`config.mk`:
```
export PLATFORM = sky130hd
export DESIGN_NAME = irq_arb_top
export DESIGN_NICKNAME = d
export VERILOG_FILES = /design/src/rtl/irq_arb_pkg.sv /design/src/rtl/irq_req_gate.sv /design/src/rtl/irq_prio_enc.sv /design/src/rtl/irq_sample_reg.sv /design/src/rtl/irq_arb_top.sv
export SDC_FILE = /design/constraint.sdc
export NUM_CORES = 1
export LEC_CHECK = 0
export CORE_ASPECT_RATIO = 2
export CORE_MARGIN = 2
export CORE_UTILIZATION = 30
export DETAILED_ROUTE_END_ITERATION = 7
export GPL_ROUTABILITY_DRIVEN = 0
export GPL_TIMING_DRIVEN = 0
export PLACE_DENSITY = 0.7
export SLEW_MARGIN = 40
export SYNTH_ARGS = -nofsm -noshare
export SYNTH_HDL_FRONTEND = slang
export SYNTH_HIERARCHICAL = 1
export SYNTH_SLANG_ARGS = --single-unit
```
`constraint.sdc`:
```
create_clock -name clk -period 12.4 [get_ports clk]
set_clock_uncertainty 0.2 [all_clocks]
set_input_delay 1.24 -clock clk [delete_from_list [all_inputs] [get_ports clk]]
set_output_delay 1.24 -clock clk [all_outputs]
set_load 0.05 [all_outputs]
```
`src/rtl/irq_arb_pkg.sv`:
```
package irq_arb_pkg;

  typedef enum logic {
    ENC_LINEAR = 1'b0,
    ENC_TREE   = 1'b1
  } enc_style_e;

  // index width for a device count, never below one bit
  function automatic int idx_width(input int n);
    return (n > 1) ? $clog2(n) : 1;
  endfunction

endpackage

```
`src/rtl/irq_req_gate.sv`:
```
module irq_req_gate #(
  parameter int NUM_DEV = 8
) (
  input  logic [NUM_DEV-1:0] ready,
  input  logic [NUM_DEV-1:0] ie,
  output logic [NUM_DEV-1:0] req
);

  for (genvar g = 0; g < NUM_DEV; g++) begin : g_dev
    assign req[g] = ready[g] & ie[g];
  end

endmodule

```
`src/rtl/irq_prio_enc.sv`:
```
module irq_prio_enc
  import irq_arb_pkg::*;
#(
  parameter int         NUM_DEV   = 8,
  parameter int         LVL_W     = 3,
  parameter enc_style_e ENC_STYLE = ENC_TREE,
  localparam int        IDX_W     = idx_width(NUM_DEV)
) (
  input  logic [NUM_DEV-1:0]       req,
  input  logic [NUM_DEV*LVL_W-1:0] lvl,
  output logic                     win_v,
  output logic [IDX_W-1:0]         win_i,
  output logic [LVL_W-1:0]         win_l
);

  if (ENC_STYLE == ENC_TREE) begin : g_tree
    localparam int PAD = 1 << IDX_W;

    // heap layout: node k has children 2k (lower indices) and 2k+1
    logic             nv [2*PAD];
    logic [LVL_W-1:0] nl [2*PAD];
    logic [IDX_W-1:0] ni [2*PAD];

    assign nv[0] = 1'b0;
    assign nl[0] = '0;
    assign ni[0] = '0;

    for (genvar g = 0; g < PAD; g++) begin : g_leaf
      if (g < NUM_DEV) begin : g_real
        assign nv[PAD+g] = req[g];
        assign nl[PAD+g] = lvl[g*LVL_W +: LVL_W];
      end else begin : g_pad
        assign nv[PAD+g] = 1'b0;
        assign nl[PAD+g] = '0;
      end
      assign ni[PAD+g] = IDX_W'(g);
    end

    for (genvar k = 1; k < PAD; k++) begin : g_node
      logic take_lo;
      // lower-index side keeps ties
      assign take_lo = nv[2*k] && (!nv[2*k+1] || (nl[2*k] >= nl[2*k+1]));
      assign nv[k]   = nv[2*k] | nv[2*k+1];
      assign nl[k]   = take_lo ? nl[2*k] : nl[2*k+1];
      assign ni[k]   = take_lo ? ni[2*k] : ni[2*k+1];
    end

    assign win_v = nv[1];
    assign win_l = nl[1];
    assign win_i = ni[1];
  end else begin : g_linear
    always_comb begin
      win_v = 1'b0;
      win_i = '0;
      win_l = '0;
      // descending scan with >= lets the lowest index win a tie
      for (int k = NUM_DEV - 1; k >= 0; k--) begin
        if (req[k] && (!win_v || (lvl[k*LVL_W +: LVL_W] >= win_l))) begin
          win_v = 1'b1;
          win_i = IDX_W'(k);
          win_l = lvl[k*LVL_W +: LVL_W];
        end
      end
    end
  end

endmodule

```
`src/rtl/irq_sample_reg.sv`:
```
module irq_sample_reg #(
  parameter int LVL_W = 3,
  parameter int IDX_W = 3
) (
  input  logic             clk,
  input  logic             rst,
  input  logic             sample,
  input  logic             win_v,
  input  logic [IDX_W-1:0] win_i,
  input  logic [LVL_W-1:0] win_l,
  input  logic [LVL_W-1:0] cpu_level,
  output logic             irq_q,
  output logic [IDX_W-1:0] idx_q,
  output logic [LVL_W-1:0] lvl_q
);

  logic preempt;
  assign preempt = win_v && (win_l > cpu_level);

  always_ff @(posedge clk) begin
    if (rst) begin
      irq_q <= 1'b0;
      idx_q <= '0;
      lvl_q <= '0;
    end else if (sample) begin
      irq_q <= preempt;
      idx_q <= win_v ? win_i : '0;
      lvl_q <= win_v ? win_l : '0;
    end
  end

endmodule

```
`src/rtl/irq_arb_top.sv`:
```
module irq_arb_top
  import irq_arb_pkg::*;
#(
  parameter int         NUM_DEV   = 8,
  parameter int         LVL_W     = 3,
  parameter enc_style_e ENC_STYLE = ENC_TREE,
  localparam int        IDX_W     = idx_width(NUM_DEV)
) (
  input  logic                     clk,
  input  logic                     rst,
  input  logic [NUM_DEV-1:0]       dev_ready,
  input  logic [NUM_DEV-1:0]       dev_ie,
  input  logic [NUM_DEV*LVL_W-1:0] dev_level,
  input  logic [LVL_W-1:0]         cpu_level,
  input  logic                     sample,
  output logic                     irq_out,
  output logic [IDX_W-1:0]         win_idx,
  output logic [LVL_W-1:0]         win_lvl
);

  logic [NUM_DEV-1:0] req;
  logic               enc_v;
  logic [IDX_W-1:0]   enc_i;
  logic [LVL_W-1:0]   enc_l;

  irq_req_gate #(.NUM_DEV(NUM_DEV)) u_gate (
    .ready (dev_ready),
    .ie    (dev_ie),
    .req   (req)
  );

  irq_prio_enc #(
    .NUM_DEV   (NUM_DEV),
    .LVL_W     (LVL_W),
    .ENC_STYLE (ENC_STYLE)
  ) u_enc (
    .req   (req),
    .lvl   (dev_level),
    .win_v (enc_v),
    .win_i (enc_i),
    .win_l (enc_l)
  );

  irq_sample_reg #(.LVL_W(LVL_W), .IDX_W(IDX_W)) u_reg (
    .clk       (clk),
    .rst       (rst),
    .sample    (sample),
    .win_v     (enc_v),
    .win_i     (enc_i),
    .win_l     (enc_l),
    .cpu_level (cpu_level),
    .irq_q     (irq_out),
    .idx_q     (win_idx),
    .lvl_q     (win_lvl)
  );

endmodule

```
# Word-level counts from Yosys, hierarchy flattened
# Index checks and enable logic that the tools add are counted.
word_totals:
  in_bits: 46
  ff_bits: 7
op_classes:
  n_reduce_logical: 22
  n_bitwise: 15
  muxes: 16
  order_cmp: 8
ops:
  columns: ["op", "count"]
  rows:
  - ["two-way mux 3 bit", 10]
  - [">= comparator 3 bit", 7]
  - ["AND 1 bit", 8]
  - ["logical AND 1 bit", 8]
  - ["zero test 1 bit", 7]
  - ["logical OR 1 bit", 7]
  - ["bitwise OR 1 bit", 7]
  - ["two-way mux 1 bit", 4]
  - ["two-way mux 2 bit", 2]
  - ["> comparator 3 bit", 1]

# Depth between registers and ports, before layout
# Gate-level depths: netlist (run 1).
logic_depth:
  ltp_word: 15
  depth_mapped: 24
  mapped_depth_nobuf: 24

# Modules after synthesis
# The synthesis (run 1) kept the hierarchy.
modules_own_cells:
  columns: ["module", "area_each_um2", "instances", "seq_area_each_um2", "cells_per_inst"]
  rows:
  - ["irq_prio_enc", 887.1, 1, 0.0, 111]
  - ["irq_sample_reg", 362.8, 1, 140.1, 41]
  - ["irq_req_gate", 50.0, 1, 0.0, 8]

# Least setup slack after synthesis (run 1)
# No wires, ideal clock.
synth_timing:
  path_type: "in2reg"
  startpoint: "in dev_level[23]"
  endpoint: "reg u_reg.irq_q"
  required_ns: 12.084
  arrival_ns: 5.058
  setup_ns: 0.116
  stages: 22
  setup_slack_ns: 7.026
  cell_sequence: "inv_1 ha_1 nand2_1 nand3b_1 o21ai_2 mux2i_1 inv_1 ha_1 nand2b_4 a2111oi_4 nor2_2 mux2_4 ha_1 o21ai_1 a21oi_1 nor3_1 a21oi_4 mux2i_1 ha_1 a21oi_1 o21ai_0 a41o_1"
synth_via:
  elab_chain_cells: 14
synth_rtl:
  columns: ["item", "line_no", "text"]
  rows:
  - ["start: declaration", "irq_arb_top.sv:13", "input logic [NUM_DEV*LVL_W-1:0] dev_level,"]
  - [">= comparator 3 bit", "irq_prio_enc.sv:42", "assign take_lo = nv[2*k] && (!nv[2*k+1] || (nl[2*k] >= nl[2*k+1]));"]
  - ["logical OR 1 bit", "irq_prio_enc.sv:42", null]
  - ["logical AND 1 bit", "irq_prio_enc.sv:42", null]
  - ["two-way mux 3 bit *", "irq_prio_enc.sv:44", "assign nl[k] = take_lo ? nl[2*k] : nl[2*k+1];"]
  - [">= comparator 3 bit", "irq_prio_enc.sv:42", null]
  - ["logical OR 1 bit", "irq_prio_enc.sv:42", null]
  - ["logical AND 1 bit", "irq_prio_enc.sv:42", null]
  - ["two-way mux 3 bit *", "irq_prio_enc.sv:44", null]
  - [">= comparator 3 bit", "irq_prio_enc.sv:42", null]
  - ["logical OR 1 bit", "irq_prio_enc.sv:42", null]
  - ["logical AND 1 bit", "irq_prio_enc.sv:42", null]
  - ["two-way mux 3 bit *", "irq_prio_enc.sv:44", null]
  - ["via enc_l[2]", "irq_arb_top.sv:24", "logic [LVL_W-1:0] enc_l;"]
  - ["> comparator 3 bit *", "irq_sample_reg.sv:18", "assign preempt = win_v && (win_l > cpu_level);"]
  - ["logical AND 1 bit *", "irq_sample_reg.sv:18", null]
  - ["end signal: assignment", "irq_sample_reg.sv:26", "irq_q <= preempt;"]
  - ["end: declaration", "irq_sample_reg.sv:12", "output logic irq_q,"]
# Mark *: on every way through the listed nets, which the timed path passes. The rest lies on a longest branch.
# A chain may end at the register's enable or synchronous reset.

# Worst setup path after layout (run 1)
# Ends and elaborated chain as after synthesis.

==> impl_metrics.yaml, run 1 <==
status:
  status: "complete, no violations"
logic_synthesis:
  async_flop_share_pct: 0
  synth_top_area_share_pct: 23.1
  synth-main-ff-cell: "dfxtp_1"
  synth_area_per_cell_sq_um: 8.12
  synth_nets: 230
  synth.largest_area_cell: "ha_1"
  synth_seq_cells: 7
  syn_area_sq_mm: 0.00130
  synth_area_leaders: "ha_1, mux2i_1, dfxtp_1"
  yosys_warnings: 6
  synth_edf_count: 0
  syn_inst: 160
  yosysSeqAreaShare_pct: 10.8
  ys_top_cells_by_count: "inv_1, ha_1, mux2i_1, a21oi_1"
  yosysMostFrequentCell: "inv_1"
  ys_types: 30
drt:
  drc: 0
  ant_nets: 0
  routed_via_density: 4.64
  totalWireLength_um: 2850
  wl_per_cell_um: 10.7
  first_iter_violations: 2
  vias: 1240
  firstDrtPassIters: 3
global_routing:
  grt_max_degree: 9
  antenna_found_initial: 0
  first_global_vias: 1286
  grt_usage_pct: 12.7
  gr-total-overflow: 0
  grt_pass1_wl_um: 5050
timing:
  hold-worst-slack_ns: 0.386
  rsz0062_at_grt: "no"
  postLayoutSetupSlackWorst_ns: 6.47
  worst_slew_pin_slew_ns: 0.524
  timing.fmax_mhz: 169
  post-route-period-util_pct: 47.8
  setup_viol: 0
  min_period_ns: 5.93
  relSlewSlack_pct: 65.0
  finalMaxSlewViolations: 0
  setup_tns_ns: 0
  hold_viol_final: 0
critical_path:
  arrival_ns: 5.84
  crit_slowest_cell: "clkdlybuf4s50_1"
  required_ns: 12.31
  critPathLaunchType: "input port"
  r2r-start: "u_reg/lvl_q[1]"
  cp_common_cell: "ha_1"
  end_kind: "flop"
  crit_start: "dev_level[23]"
  worstReg2RegEnd: "u_reg/lvl_q[1]"
  slowest_delay_ns: 0.47
  critical_path_class: "in2reg"
  r2r_cells: 3
  critPathMaxFanout: 6
  crit_chain: "clkdlybuf4s50_1 -> inv_1 -> ha_1 -> nand2_1 -> nand3b_1 -> o21ai_2 -> mux2i_1 -> inv_1 -> ha_1 -> nand2b_4 -> a2111oi_4 -> nor2_2 -> mux2_4 -> ha_1 -> o21ai_1 -> a21oi_1 -> nor3_1 -> a21oi_4 -> mux2i_1 -> ha_1 -> a21oi_1 -> o21ai_0 -> a41o_1"
  r2r_setup_slack_ns: 11.40
final_layout:
  syn_to_final_growth_pct: 47.7
  final_layout_size_suffix_gt1_share_pct: 13.5
  nets: 286
  fin_area_sq_mm: 0.00192
  diodes: 0
  instances_no_fill: 267
  final_core_util_pct: 46.5
die:
  die_h_um: 97.1
  die_w_um: 50.5
  initial_core_util_pct: 31.5
  rows: 33
  die_area_sq_mm: 0.00491
  io_pins: 53
  coreArea_sq_mm: 0.00413
place:
  place_hpwl_um: 2630
  port_buffers: 51
  place_inst: 263
  post-place-ws_ns: 6.15
  placed_area_sq_mm: 0.00188
clock_tree:
  ctsHoldBuffers: 0
  cts_sinks: 7
  htreeDepth: 1
  clockBufferDepth: 2
  cts_tree: "done"
  cts_resized: 0
  cts_root_buffer: "clkbuf_8"
  cts_made_buffers: 3
  cts_setup_buffers: 0
  insertion_delay_ns: 0.22
  path_clk_slew_ns: 0.04
power:
  p_per_area_mw_per_mm2: 76.3
  ir_drop_mv: 0.0598
  p_leak_nw: 0.968
  power_mw: 0.146
run:
  cap_violations: 0
worst_hold_path:
  min_to: "u_reg/lvl_q[0]"
  whs_path_depth: 3
  hold_start: "u_reg/lvl_q[0]"
  hold_path_class: "reg2reg"
==> cell families (layout without fill, tap and decap cells) <==
group	Yosys count	after routing	share of synthesized area, %
buffers and inverters	33	88	10.1
adders and majority gates	24	24	23.1
DFF	7	7	10.8
AOI/OAI and AO/OA	25	25	15.1
muxes	25	25	20.3
and+or+nand+nor	46	46	20.6
==> state kept, by name, indices dropped and copies added, names as in the netlist <==
register / count
u_reg/irq_q: 1
u_reg/idx_q: 3
u_reg/lvl_q: 3
==> report_power, final <==
| part | switching [mW] | internal, mW | total (mW) |
|---|---|---|---|
| registers | 0.00125 | 0.0255 | 0.0267 |
| clock network | 0.00899 | 0.0222 | 0.0312 |
| logic | 0.0445 | 0.0441 | 0.0886 |
==> layer usage <==
metal	part of all wire [%]	global-route usage (%)
met5	0	0
met1	35	12.1
met2	63	27.1
met4	0	2.29
met3	2.5	1.08
==> critical path, delay by kind of cell <==
kind,cells,cell delay (ns)
buf+inv,3,0.58
compound gates,8,1.33
mux,3,0.83
fa+ha+maj,4,1.11
simple gates,5,0.74
==> placed cells by master (no fill, tap or decap), types with 2 or more instances in the layout <==
cell type        synthesis  routed
a21oi_1                 10      10
a21oi_2                  3       3
and2_1                   9       9
and2b_2                  6       6
clkbuf_8                 0       3
clkdlybuf4s50_1          0      51
dfxtp_1                  7       7
ha_1                    24      24
inv_1                   30      30
mux2_2                   3       3
mux2_4                   2       2
mux2i_1                 20      20
nand2_1                  9       9
nand3_1                  2       2
nand3b_1                 4       4
nor2_1                   9       9
nor2_2                   3       3
o21ai_1                  2       2
o21ai_2                  4       4
==> worst max-delay path by stage <==
| stage | endpoint | cells past startpoint |
|---|---|---|
| 2_1_floorplan | u_reg/irq_q | 22 |
| 3_3_place_gp | u_reg/irq_q | 24 |
| 3_5_place_dp | u_reg/irq_q | 25 |
| 4_1_cts | u_reg/irq_q | 25 |
| 5_1_grt | u_reg/irq_q | 24 |
| 6_report | u_reg/irq_q | 23 |
==> area by class of cell <==
cell class              count  area, sq um
fillers                   435         2210
multi-input cells         120         1030
clock buffers               4         45.0
plain buffers               2         15.0
inverters                  31          116
flip-flops and latches      7          140
well taps                  52         65.1
repair buffers             51          510
No activity file was read; power rests on OpenSTA's default activity.
==> inputs of run 2 (changes only) <==
Settings changed: PLACE_DENSITY 0.7 to 0.73.
Clock period 12.4 ns to 4.9 ns, I/O delays scaled along.
==> impl_metrics.yaml, run 2 (synthesis results as in run 1) <==
final_layout:
  final_layout_size_suffix_gt1_share_pct: 39.9
  final_common_cell: "buf_4"
  top_regs: "u_reg/idx_q: 3 flops, u_reg/lvl_q: 3 flops, u_reg/irq_q: 1 flops"
  regArea_sq_um: 140
  nets: 319
  n_fill_cell: 352
  fin_area_sq_mm: 0.00247
  final_cell_mix: "buf_4, inv_1, clkdlybuf4s50_1, dlymetal6s2s_1, ha_1"
  multi_input_area_sq_mm: 0.00129
  syn_to_final_growth_pct: 90.1
  diodes: 0
clock_tree:
  cts_tree: "done"
  insertion_delay_ns: 0.22
  cts_made_buffers: 3
  ctsHoldBuffers: 0
  cts_sinks: 7
  cts_root_buffer: "clkbuf_8"
  path_clk_slew_ns: 0.04
  clockBufferDepth: 2
  htreeDepth: 1
power:
  p_per_area_mw_per_mm2: 195
  p_leak_nw: 1.31
  p_comb_share_pct: 69.3
  ir_drop_mv: 0.0960
  swShare_pct: 38.5
  seq_power_share_pct: 14.1
  internal-power_mw: 0.296
  clockPowerShare_pct: 16.7
  switchingPower_mw: 0.185
  power_mw: 0.481
critical_path:
  r2r_cells: 3
  critical_path_class: "in2reg"
  end_kind: "flop"
  critPathLaunchType: "input port"
  arrival_ns: 4.86
  critPathMaxFanout: 5
  required_ns: 4.81
global_routing:
  antenna_found_initial: 0
  grt_usage_pct: 13.8
  grt_max_degree: 9
  grt_pass1_wl_um: 5510
  gr-total-overflow: 0
  first_global_vias: 1382
drt:
  vias: 1453
  wl_per_cell_um: 13.9
  firstDrtPassIters: 4
  drc: 0
  totalWireLength_um: 4160
  routed_via_density: 4.84
  ant_nets: 0
  first_iter_violations: 20
timing:
  relSlewSlack_pct: 64.6
  setup_viol: 1
  post-route-period-util_pct: 101
  hold_viol_final: 0
  worst_slew_pin_slew_ns: 0.526
  finalMaxSlewViolations: 0
  postLayoutSetupSlackWorst_ns: -0.0467
  timing.fmax_mhz: 202
  min_period_ns: 4.95
place:
  post-place-ws_ns: -0.619
  port_buffers: 51
  place_hpwl_um: 2610
  placed_area_sq_mm: 0.00188
die:
  die_area_sq_mm: 0.00491
  initial_core_util_pct: 31.5
  coreArea_sq_mm: 0.00413
  io_pins: 53
  die_h_um: 97.1
  die_w_um: 50.5
  rows: 33
worst_hold_path:
  hold_path_class: "reg2reg"
  whs_path_depth: 3
run:
  cap_violations: 0
status:
  violations: "negative setup slack"
  status: "complete, but fails checks"
run 2: cell types whose count changed in the layout (fill, tap and decap cells not counted), moves of 6 or more:
cell | previous run | this run
mux2i_4 | 0 | 6
ha_4 | 0 | 6
mux2i_2 | 0 | 6
ha_1 | 24 | 18
buf_4 | 0 | 31
dlymetal6s2s_1 | 0 | 20
mux2i_1 | 20 | 8
clkdlybuf4s50_1 | 51 | 24
run 2: metrics by stage:
stage / utilization [%] / TNS, ns / hold slack (ns) / instances
final: 59.8 / -0.0467 / 0.386 / 300
after global routing: 59.8 / -0.221 / 0.427 / 300
after CTS: 52.7 / 0 / 0.389 / 285
after detailed placement: 45.4 / -0.829 / 0.382 / 263
after global placement: 45.4 / -0.622 / 0.367 / 263
after floorplan: - / 0 / 0.553 / 160
run 2: layout make-up:
type	instances	share of cell area, %
tap	52	2.63
inverter	31	4.71
buffer	2	0.608
multi-input combinational	120	52.1
sequential	7	5.67
clock buffer	4	1.82
timing repair buffer	84	32.5
run 2: power by group through the flow:
stage / registers, mW / logic, mW / clock network (mW)
after floorplan: 0.0929 / 0.126 / 0
after global placement: 0.0684 / 0.224 / 0
after detailed placement: 0.0688 / 0.227 / 0
after CTS: 0.0678 / 0.276 / 0.0820
after global routing: 0.0688 / 0.359 / 0.0849
final: 0.0676 / 0.333 / 0.0803
run 2: path summary, 6_finish.rpt:
kind / from / endpoint / slack (ns)
worst max-delay path: dev_ready[1] / u_reg/irq_q / -0.05
worst min-delay path: u_reg/idx_q[2] / u_reg/idx_q[2] / 0.39
worst max register to register: u_reg/lvl_q[2] / u_reg/lvl_q[2] / 3.91
worst min register to register: u_reg/idx_q[2] / u_reg/idx_q[2] / 0.39
run 2: layer usage:
layer	GRT usage [%]	vias up	wire length, um
li1	-	715	-
met1	13.9	688	1350
met2	27.5	40	2570
met3	0.769	10	105
met4	5.20	0	137
met5	0	-	0
run 2: what timing repair did:
action	in CTS	in global routing
resized for setup	30	53
hold endpoints to repair	0	0
pin swaps	17	27
setup endpoints to repair	1	2
buffers inserted	18	15
gates cloned	0	0
run 2: worst max-delay path: stages:
cell and delay, ns:
clkdlybuf4s50_1 0.47, and2_4 0.14, nand3b_1 0.12, o21ai_4 0.29, mux2i_2 0.29, inv_1 0.07
ha_1 0.27, a21boi_2 0.15, o21ai_1 0.11, a21oi_2 0.19, buf_4 0.16, mux2i_4 0.22
inv_1 0.08, ha_1 0.32, nor2_1 0.06, a21oi_2 0.16, nor3_2 0.08, a21oi_4 0.23
mux2i_2 0.27, ha_1 0.29, a21oi_1 0.12, o21ai_1 0.08, a41o_1 0.21
